### src/rtl/nsm_pkg.sv
package nsm_pkg;
  localparam int NIB        = 4;
  localparam int FRAME_BITS = 4 * NIB;

  localparam logic [NIB-1:0] CTL_READ  = 4'b1110;
  localparam logic [NIB-1:0] CTL_WADDR = 4'b1010;
  localparam logic [NIB-1:0] CTL_WDATA = 4'b1001;

  typedef enum logic [2:0] {
    ST_IDLE,
    ST_SETTLE,
    ST_HI,
    ST_LO,
    ST_ACK
  } nsm_state_e;
endpackage

### src/rtl/nsm_phase_timer.sv
module nsm_phase_timer #(
  parameter int TW = 8
) (
  input  logic          clk,
  input  logic          rst,
  input  logic          clr,
  input  logic [TW-1:0] limit,
  output logic          hit
);
  logic [TW-1:0] cnt;

  always_ff @(posedge clk) begin
    if (rst || clr) cnt <= '0;
    else            cnt <= cnt + 1'b1;
  end

  assign hit = (cnt == limit - 1'b1);
endmodule

### src/rtl/nsm_frame_fmt.sv
module nsm_frame_fmt
  import nsm_pkg::*;
(
  input  logic                  rd,
  input  logic [NIB-1:0]        addr,
  input  logic [NIB-1:0]        wdata,
  output logic [FRAME_BITS-1:0] frame
);
  always_comb begin
    if (rd) frame = {CTL_READ, addr, {(2*NIB){1'b1}}};
    else    frame = {CTL_WADDR, addr, CTL_WDATA, wdata};
  end
endmodule

### src/rtl/nsm_rx_shift.sv
module nsm_rx_shift #(
  parameter int W = 4
) (
  input  logic         clk,
  input  logic         rst,
  input  logic         en,
  input  logic         din,
  output logic [W-1:0] q
);
  always_ff @(posedge clk) begin
    if (rst)     q <= '0;
    else if (en) q <= {q[W-2:0], din};
  end
endmodule

### src/rtl/nibble_serial_master.sv
module nibble_serial_master
  import nsm_pkg::*;
#(
  parameter int HALF_CYC   = 4,
  parameter int SETTLE_CYC = 8
) (
  input  logic           clk,
  input  logic           rst,
  input  logic           ce_cmd,
  input  logic           req,
  input  logic           rd_nwr,
  input  logic [NIB-1:0] addr,
  input  logic [NIB-1:0] wdata,
  output logic           ack,
  output logic           busy,
  output logic [NIB-1:0] rdata,
  output logic           ce_o,
  output logic           sclk_o,
  output logic           sio_o,
  output logic           sio_oe,
  input  logic           sio_i
);
  localparam int MAXC   = (HALF_CYC > SETTLE_CYC) ? HALF_CYC : SETTLE_CYC;
  localparam int TW     = $clog2(MAXC + 1) + 1;
  localparam int BW     = $clog2(FRAME_BITS);
  localparam int LAST   = FRAME_BITS - 1;
  localparam int REL_AT = 2 * NIB - 1;
  localparam int CAP_AT = 3 * NIB;

  nsm_state_e            state;
  logic [BW-1:0]         bit_idx;
  logic [FRAME_BITS-1:0] shreg;
  logic [FRAME_BITS-1:0] frame;
  logic                  rd_q;
  logic                  hit;
  logic                  tmr_clr;
  logic [TW-1:0]         limit;
  logic                  cap_en;
  logic [NIB-1:0]        rx_q;

  nsm_frame_fmt u_fmt (
    .rd    (rd_nwr),
    .addr  (addr),
    .wdata (wdata),
    .frame (frame)
  );

  assign limit   = (state == ST_SETTLE) ? TW'(SETTLE_CYC) : TW'(HALF_CYC);
  assign tmr_clr = (state == ST_IDLE) || (state == ST_ACK) || hit;

  nsm_phase_timer #(.TW(TW)) u_tmr (
    .clk   (clk),
    .rst   (rst),
    .clr   (tmr_clr),
    .limit (limit),
    .hit   (hit)
  );

  assign cap_en = (state == ST_HI) && hit && rd_q && (bit_idx >= BW'(CAP_AT));

  nsm_rx_shift #(.W(NIB)) u_rx (
    .clk (clk),
    .rst (rst),
    .en  (cap_en),
    .din (sio_i),
    .q   (rx_q)
  );

  always_ff @(posedge clk) begin
    if (rst) begin
      state   <= ST_IDLE;
      ce_o    <= 1'b0;
      sclk_o  <= 1'b1;
      sio_o   <= 1'b1;
      sio_oe  <= 1'b1;
      ack     <= 1'b0;
      busy    <= 1'b0;
      bit_idx <= '0;
      shreg   <= '0;
      rd_q    <= 1'b0;
      rdata   <= '0;
    end else begin
      case (state)
        ST_IDLE: begin
          if (ce_cmd != ce_o) begin
            ce_o  <= ce_cmd;
            state <= ST_SETTLE;
          end else if (req) begin
            busy    <= 1'b1;
            rd_q    <= rd_nwr;
            shreg   <= frame;
            sio_o   <= frame[LAST];
            bit_idx <= '0;
            state   <= ST_HI;
          end
        end
        ST_SETTLE: begin
          if (hit) state <= ST_IDLE;
        end
        ST_HI: begin
          if (hit) begin
            sclk_o <= 1'b0;
            state  <= ST_LO;
          end
        end
        ST_LO: begin
          if (hit) begin
            sclk_o <= 1'b1;
            if (bit_idx == BW'(LAST)) begin
              sio_o  <= 1'b1;
              sio_oe <= 1'b1;
              ack    <= 1'b1;
              if (rd_q) rdata <= rx_q;
              state  <= ST_ACK;
            end else begin
              bit_idx <= bit_idx + 1'b1;
              sio_o   <= shreg[LAST-1];
              shreg   <= {shreg[LAST-1:0], 1'b0};
              if (rd_q && bit_idx == BW'(REL_AT)) sio_oe <= 1'b0;
              state   <= ST_HI;
            end
          end
        end
        ST_ACK: begin
          ack   <= 1'b0;
          busy  <= 1'b0;
          state <= ST_IDLE;
        end
        default: state <= ST_IDLE;
      endcase
    end
  end


  oe_inside_access_chk: assert property (@(posedge clk) disable iff (rst)
    !sio_oe |-> busy);


  sclk_low_inside_access_chk: assert property (@(posedge clk) disable iff (rst)
    !sclk_o |-> busy);


  ack_while_busy_chk: assert property (@(posedge clk) disable iff (rst)
    ack |-> busy);


  ack_single_pulse_chk: assert property (@(posedge clk) disable iff (rst)
    ack |=> !ack);


  data_steady_on_fall_chk: assert property (@(posedge clk) disable iff (rst)
    $fell(sclk_o) |-> $stable(sio_o));


  ce_frozen_in_access_chk: assert property (@(posedge clk) disable iff (rst)
    busy |=> $stable(ce_o));
endmodule

### config.mk
export PLATFORM = sky130hd
export DESIGN_NAME = nibble_serial_master
export DESIGN_NICKNAME = d
export VERILOG_FILES = /design/src/rtl/nsm_pkg.sv /design/src/rtl/nsm_phase_timer.sv /design/src/rtl/nsm_frame_fmt.sv /design/src/rtl/nsm_rx_shift.sv /design/src/rtl/nibble_serial_master.sv
export SDC_FILE = /design/constraint.sdc
export NUM_CORES = 1
export LEC_CHECK = 0
export BUFFER_PORTS_ARGS = -buffer_cell sky130_fd_sc_hd__buf_4
export CAP_MARGIN = 5
export CORE_MARGIN = 2
export CORE_UTILIZATION = 57
export DETAILED_ROUTE_END_ITERATION = 16
export GPL_TIMING_DRIVEN = 0
export PLACE_DENSITY = 0.78
export RECOVER_POWER = 50
export SLEW_MARGIN = 20
export SYNTH_ARGS = -nofsm -noshare
export SYNTH_HDL_FRONTEND = slang
export SYNTH_SLANG_ARGS = --single-unit
### constraint.sdc
create_clock -name clk -period 2.4 [get_ports clk]
set_input_delay 0.48 -clock clk [delete_from_list [all_inputs] [get_ports clk]]
set_output_delay 0.48 -clock clk [all_outputs]
set_load 0.03 [all_outputs]
== Yosys cells after proc, flatten, opt, wreduce, memory -nomap -nowiden ==
Index checks and enable logic that the tools add are counted.
W data, S select, Z words.
Cells by class
  add/subtract/negate cells: 3
  magnitude comparators: 1
  equality and inequality tests: 16
  muxes and demuxes: 35
  bitwise gates (word level): 1
  reductions and logical operators: 23
Operators by type and width (number)
  $mux W15: 5
  $pmux W15 S2: 1
  $mux W4: 5
  $mux W3: 6
  $reduce_and A3 Y1: 5
  $ne A2 B2 Y1 const B: 7
  $mux W1: 12
  $pmux W3 S4: 1
  $reduce_and A4 Y1: 3
  $reduce_bool A2 Y1: 5
  $pmux W1 S2: 4
  $pmux W4 S2: 1
  $eq A3 B2 Y1 const B: 2
  $add A5 B1 Y5 const B: 1
  $eq A5 B5 Y1: 1
  $reduce_and A5 Y1: 1
  $sub A4 B1 Y5 const B: 1
  $add A4 B1 Y4 const B: 1
  $eq A4 B3 Y1 const B: 1
  $eq A4 B4 Y1 const B: 1
  $ge A4 B4 Y1 const B: 1
  $logic_and A1 B1 Y1: 4
  $eq A3 B1 Y1 const B: 1
  $eq A3 B3 Y1 const B: 1
  6 further kinds: 8
Storage, ports and cells
  register bits after elaboration: 42
  input bits: 14
  output and inout bits: 10

== Logic depth before layout (Yosys ltp) ==
  word-level depth: 7
  depth in mapped cells: 7
  gate-level depth less buffers: 5

== Hierarchy ==
From an unflattened synthesis, not the netlist that was laid out.
Unflattened totals
  cell total of the unflattened synthesis: 233
  area total of the unflattened synthesis: 2306.0 um^2
Modules (own cells, without submodules)
  nibble_serial_master: instances 1, cells each 169, area an instance 1736.7 um^2, seq. area each 660.6 um^2
  nsm_phase_timer: instances 1, cells each 33, area an instance 306.5 um^2, seq. area each 100.1 um^2
  nsm_rx_shift: instances 1, cells each 13, area an instance 140.1 um^2, seq. area each 80.1 um^2
  nsm_frame_fmt: instances 1, cells each 18, area an instance 122.6 um^2, seq. area each 0.0 um^2

== Worst setup path before layout ==
Ideal clock, no wire load.
  path type: register -> register
  start: register u_tmr.cnt[0]
  end: register u_rx.q[0]
  arrival: 1757 ps
  data required time: 2272 ps
  setup slack: 515 ps
  stages on the path, launching flop included: 7
  buffers on the path: 1
  clock period less this slack: 1885 ps
  cells stage by stage: dfxtp_1 > ha_1 > or4b_4 > buf_6 > nor4_4 > mux2i_1 > nor2_1
Between the ends
  cells in the longest elaborated chain, start to end: 4
RTL lines
  from (decl): RTL line nsm_phase_timer.sv:10  | logic [TW-1:0] cnt;
  from (signal assigned): RTL line nsm_phase_timer.sv:14  | else cnt <= cnt + 1'b1;
  $eq A5 B5 Y1: RTL line nsm_phase_timer.sv:17  | assign hit = (cnt == limit - 1'b1);
  $logic_and A1 B1 Y1 (3 in a row): RTL line nibble_serial_master.sv:59  | assign cap_en = (state == ST_HI) && hit && rd_q && (bit_idx >= BW'(CAP_AT));
  to (signal assigned): RTL line nsm_rx_shift.sv:12  | else if (en) q <= {q[W-2:0], din};
  to (decl): RTL line nsm_rx_shift.sv:8  | output logic [W-1:0] q
No other way between the ends.
A chain may end at the register's enable or synchronous reset.

== Final worst setup path ==
  start: register u_tmr.cnt[0]
  end: register u_rx.q[2]
Same word-level chain as after synthesis.

==> flow_summary.toml <==
[worst_setup_path]
crit_type = "reg2reg"
path_cells = "ha_1, or4b_1, clkbuf_1, nor4_4, mux2i_1, nor2_1"
worstSetupEndpointType = "register"
slowest_stage = "nor4_4"
crit_path_start_kind = "register"
cp.required_ps = 2630
cp.arrival_ps = 2510
max_stage_delay_ps = 480
critPathMaxFanout = 9

[timing]
fin_crit_ps = 2290
fin_skew_ps = 9.69
rsz0062_at_grt = "false"
final.setup.tns_ps = 0
setup_viol = 0
min_period_over_period = 0.953
max-slew-margin-rel = 0.611
hold_viol = 0
max_freq_mhz = 437
tightest_slew_ps = 579
maxSlewViolCount = 0

[placement]
hpwlAfterDp_um = 2990
gp_congestion = 0.903
io_buffers = 22
placed_area_mm2 = 0.00219

[detailed_routing]
firstDrtPassIters = 5
wire_per_inst_um = 14.4
drc_errors = 0
drt_iter0_drc = 169
wl_um = 4280
vias = 1753
ant_nets = 0
vias_per_cell = 5.90

[synth]
postSynthCellCount = 221
yosysSeqAreaShare = 0.428
synth.net_count = 237
ys_types = 45
yosys.area.top_type_share = 0.428
ys_warn_count = 0
netlist_area_mm2 = 0.00197
avgSynthCellArea_um2 = 8.89
synth_seq_cells = 42
synth_ff_type = "dfxtp_1"
async_reset_ff_frac = 0
yosys.area.top_type = "dfxtp_1"
synth_edf_count = 0
synth_area_leaders = "dfxtp_1 (43%), mux2i_1 (5.6%), nor2_1 (5.2%)"

[grt]
track_usage = 0.233
grt_overflow = 0
first_global_vias = 1643
grt_antenna_before_repair = 0
grt_max_degree = 13
grt_pass1_wl_um = 7420

[layout]
final_cell_area_mm2 = 0.00221
layout_commonest_cell = "dfxtp_1"
diodes = 0
nNetsFinal = 266
most-common-layout-cells = "dfxtp_1 (42), nor2_1 (27), clkbuf_1 (20), a21oi_1 (18), nand2_1 (14)"
fin_util = 0.662
layout-drive-gt1-share = 0.124
area_growth_pct = 12.3

[clock_network]
cts.sink_count = 42
clockRootBuffer = "clkbuf_4"
insertion_delay_ps = 350
ctsHoldBuffers = 0
htree_levels = 2
clkTransAtPathRegs_ps = 110
cts_made_buffers = 5
clockBufferDepth = 2
cts_tree = "built"

[floorplanning]
coreArea_mm2 = 0.00334
fp.dieH_um = 62.7
core.rowCount = 21
die_x_um = 62.7
start_util = 0.589
ios = 24
die_area_mm2 = 0.00393

[pwr]
p_leak_nw = 0.809
peakVddDrop_mv = 0.447
power_density_mw_per_mm2 = 644

[flow_run]
drv_cap = 0

[outcome]
status = "finished clean"

[worst_hold_path]
hold_path.class = "in2reg"
## cell usage after synthesis, drive strengths merged, types with 3 or more instances
cell type  number
xor2            4
nor2           28
mux2i          11
a311oi          8
nand3           8
nand4           3
nor3           12
o21ai          10
nand2          14
inv             5
o21a            3
a21oi          18
clkbuf          8
o211ai          5
buf             7
nor4            4
nor3b           3
dfxtp          42
## per-layer routing
layer | global-route usage | vias up | wire [um]
met5 | 0 | - | 0
met4 | 0.0889 | 0 | 68
met3 | 0.0523 | 9 | 270
met2 | 0.364 | 57 | 1890
met1 | 0.315 | 822 | 2050
li1 | - | 865 | -
## cell families after synthesis
logic type,count (synthesis),share of synthesized area
multiplexers,13,0.0675
AND/OR/NAND/NOR,85,0.236
AO/OA/AOI/OAI,53,0.175
buffers and inverters,20,0.0547
adder cells (fa/ha/maj),2,0.0127
flip-flops,42,0.428
XOR/XNOR,6,0.0267
## repair_timing
item                       CTS  global route
resized for setup            0             1
setup buffers                0             0
setup endpoints to repair    0             2
hold endpoints to repair     0             0
## state kept, by name, summed over array words and instances, names as in the netlist
name,cells
rdata,4
sio_oe,1
sclk_o,1
ce_o,1
shreg,15
u_tmr.cnt,5
busy,1
state,3
bit_idx,4
sio_o,1
u_rx.q,4
rd_q,1
ack,1
## metrics by stage
stage | hold slack (ps) | setup WS (ps) | cells | total power [mW]
2_1_floorplan | 418 | 515 | 221 | 0.997
3_3_place_gp | 432 | 146 | 289 | 1.07
3_5_place_dp | 457 | 95.3 | 289 | 1.08
4_1_cts | 372 | 96.4 | 297 | 1.43
5_1_grt | 394 | 6.45 | 297 | 1.50
6_report | 376 | 113 | 297 | 1.42
## final cells by class
type | count | area (um^2)
sequential | 42 | 841
timing repair buffer | 22 | 128
buffer | 15 | 81.3
tap | 46 | 57.6
clock buffer | 7 | 55.1
clock inverter | 1 | 5.00
fill | 286 | 1130
multi-input combinational | 159 | 1020
inverter | 5 | 18.8
## power by group
part | internal, mW | switching (mW) | leakage (nW)
sequential | 0.749 | 0.0288 | 0.342
combinational | 0.110 | 0.176 | 0.432
clock | 0.142 | 0.217 | 0.0353
## final timing paths
kind	from	endpoint	slack, ps	cells past startpoint
worst max-delay path	u_tmr.cnt[0]	u_rx.q[2]	110	6
worst min-delay path	sio_i	u_rx.q[0]	380	3
worst max register to register	u_tmr.cnt[0]	u_rx.q[2]	110	6
worst min register to register	u_tmr.cnt[0]	u_tmr.cnt[0]	460	1
## worst max-delay path, delay by kind of cell (launching register included)
family | cells | cell delay [ps]
buffers and inverters | 1 | 290
multiplexers | 1 | 250
adder cells (fa/ha/maj) | 1 | 270
AND/OR/NAND/NOR | 3 | 980
flip-flops | 1 | 370
Power figures use the tool's default switching activity.
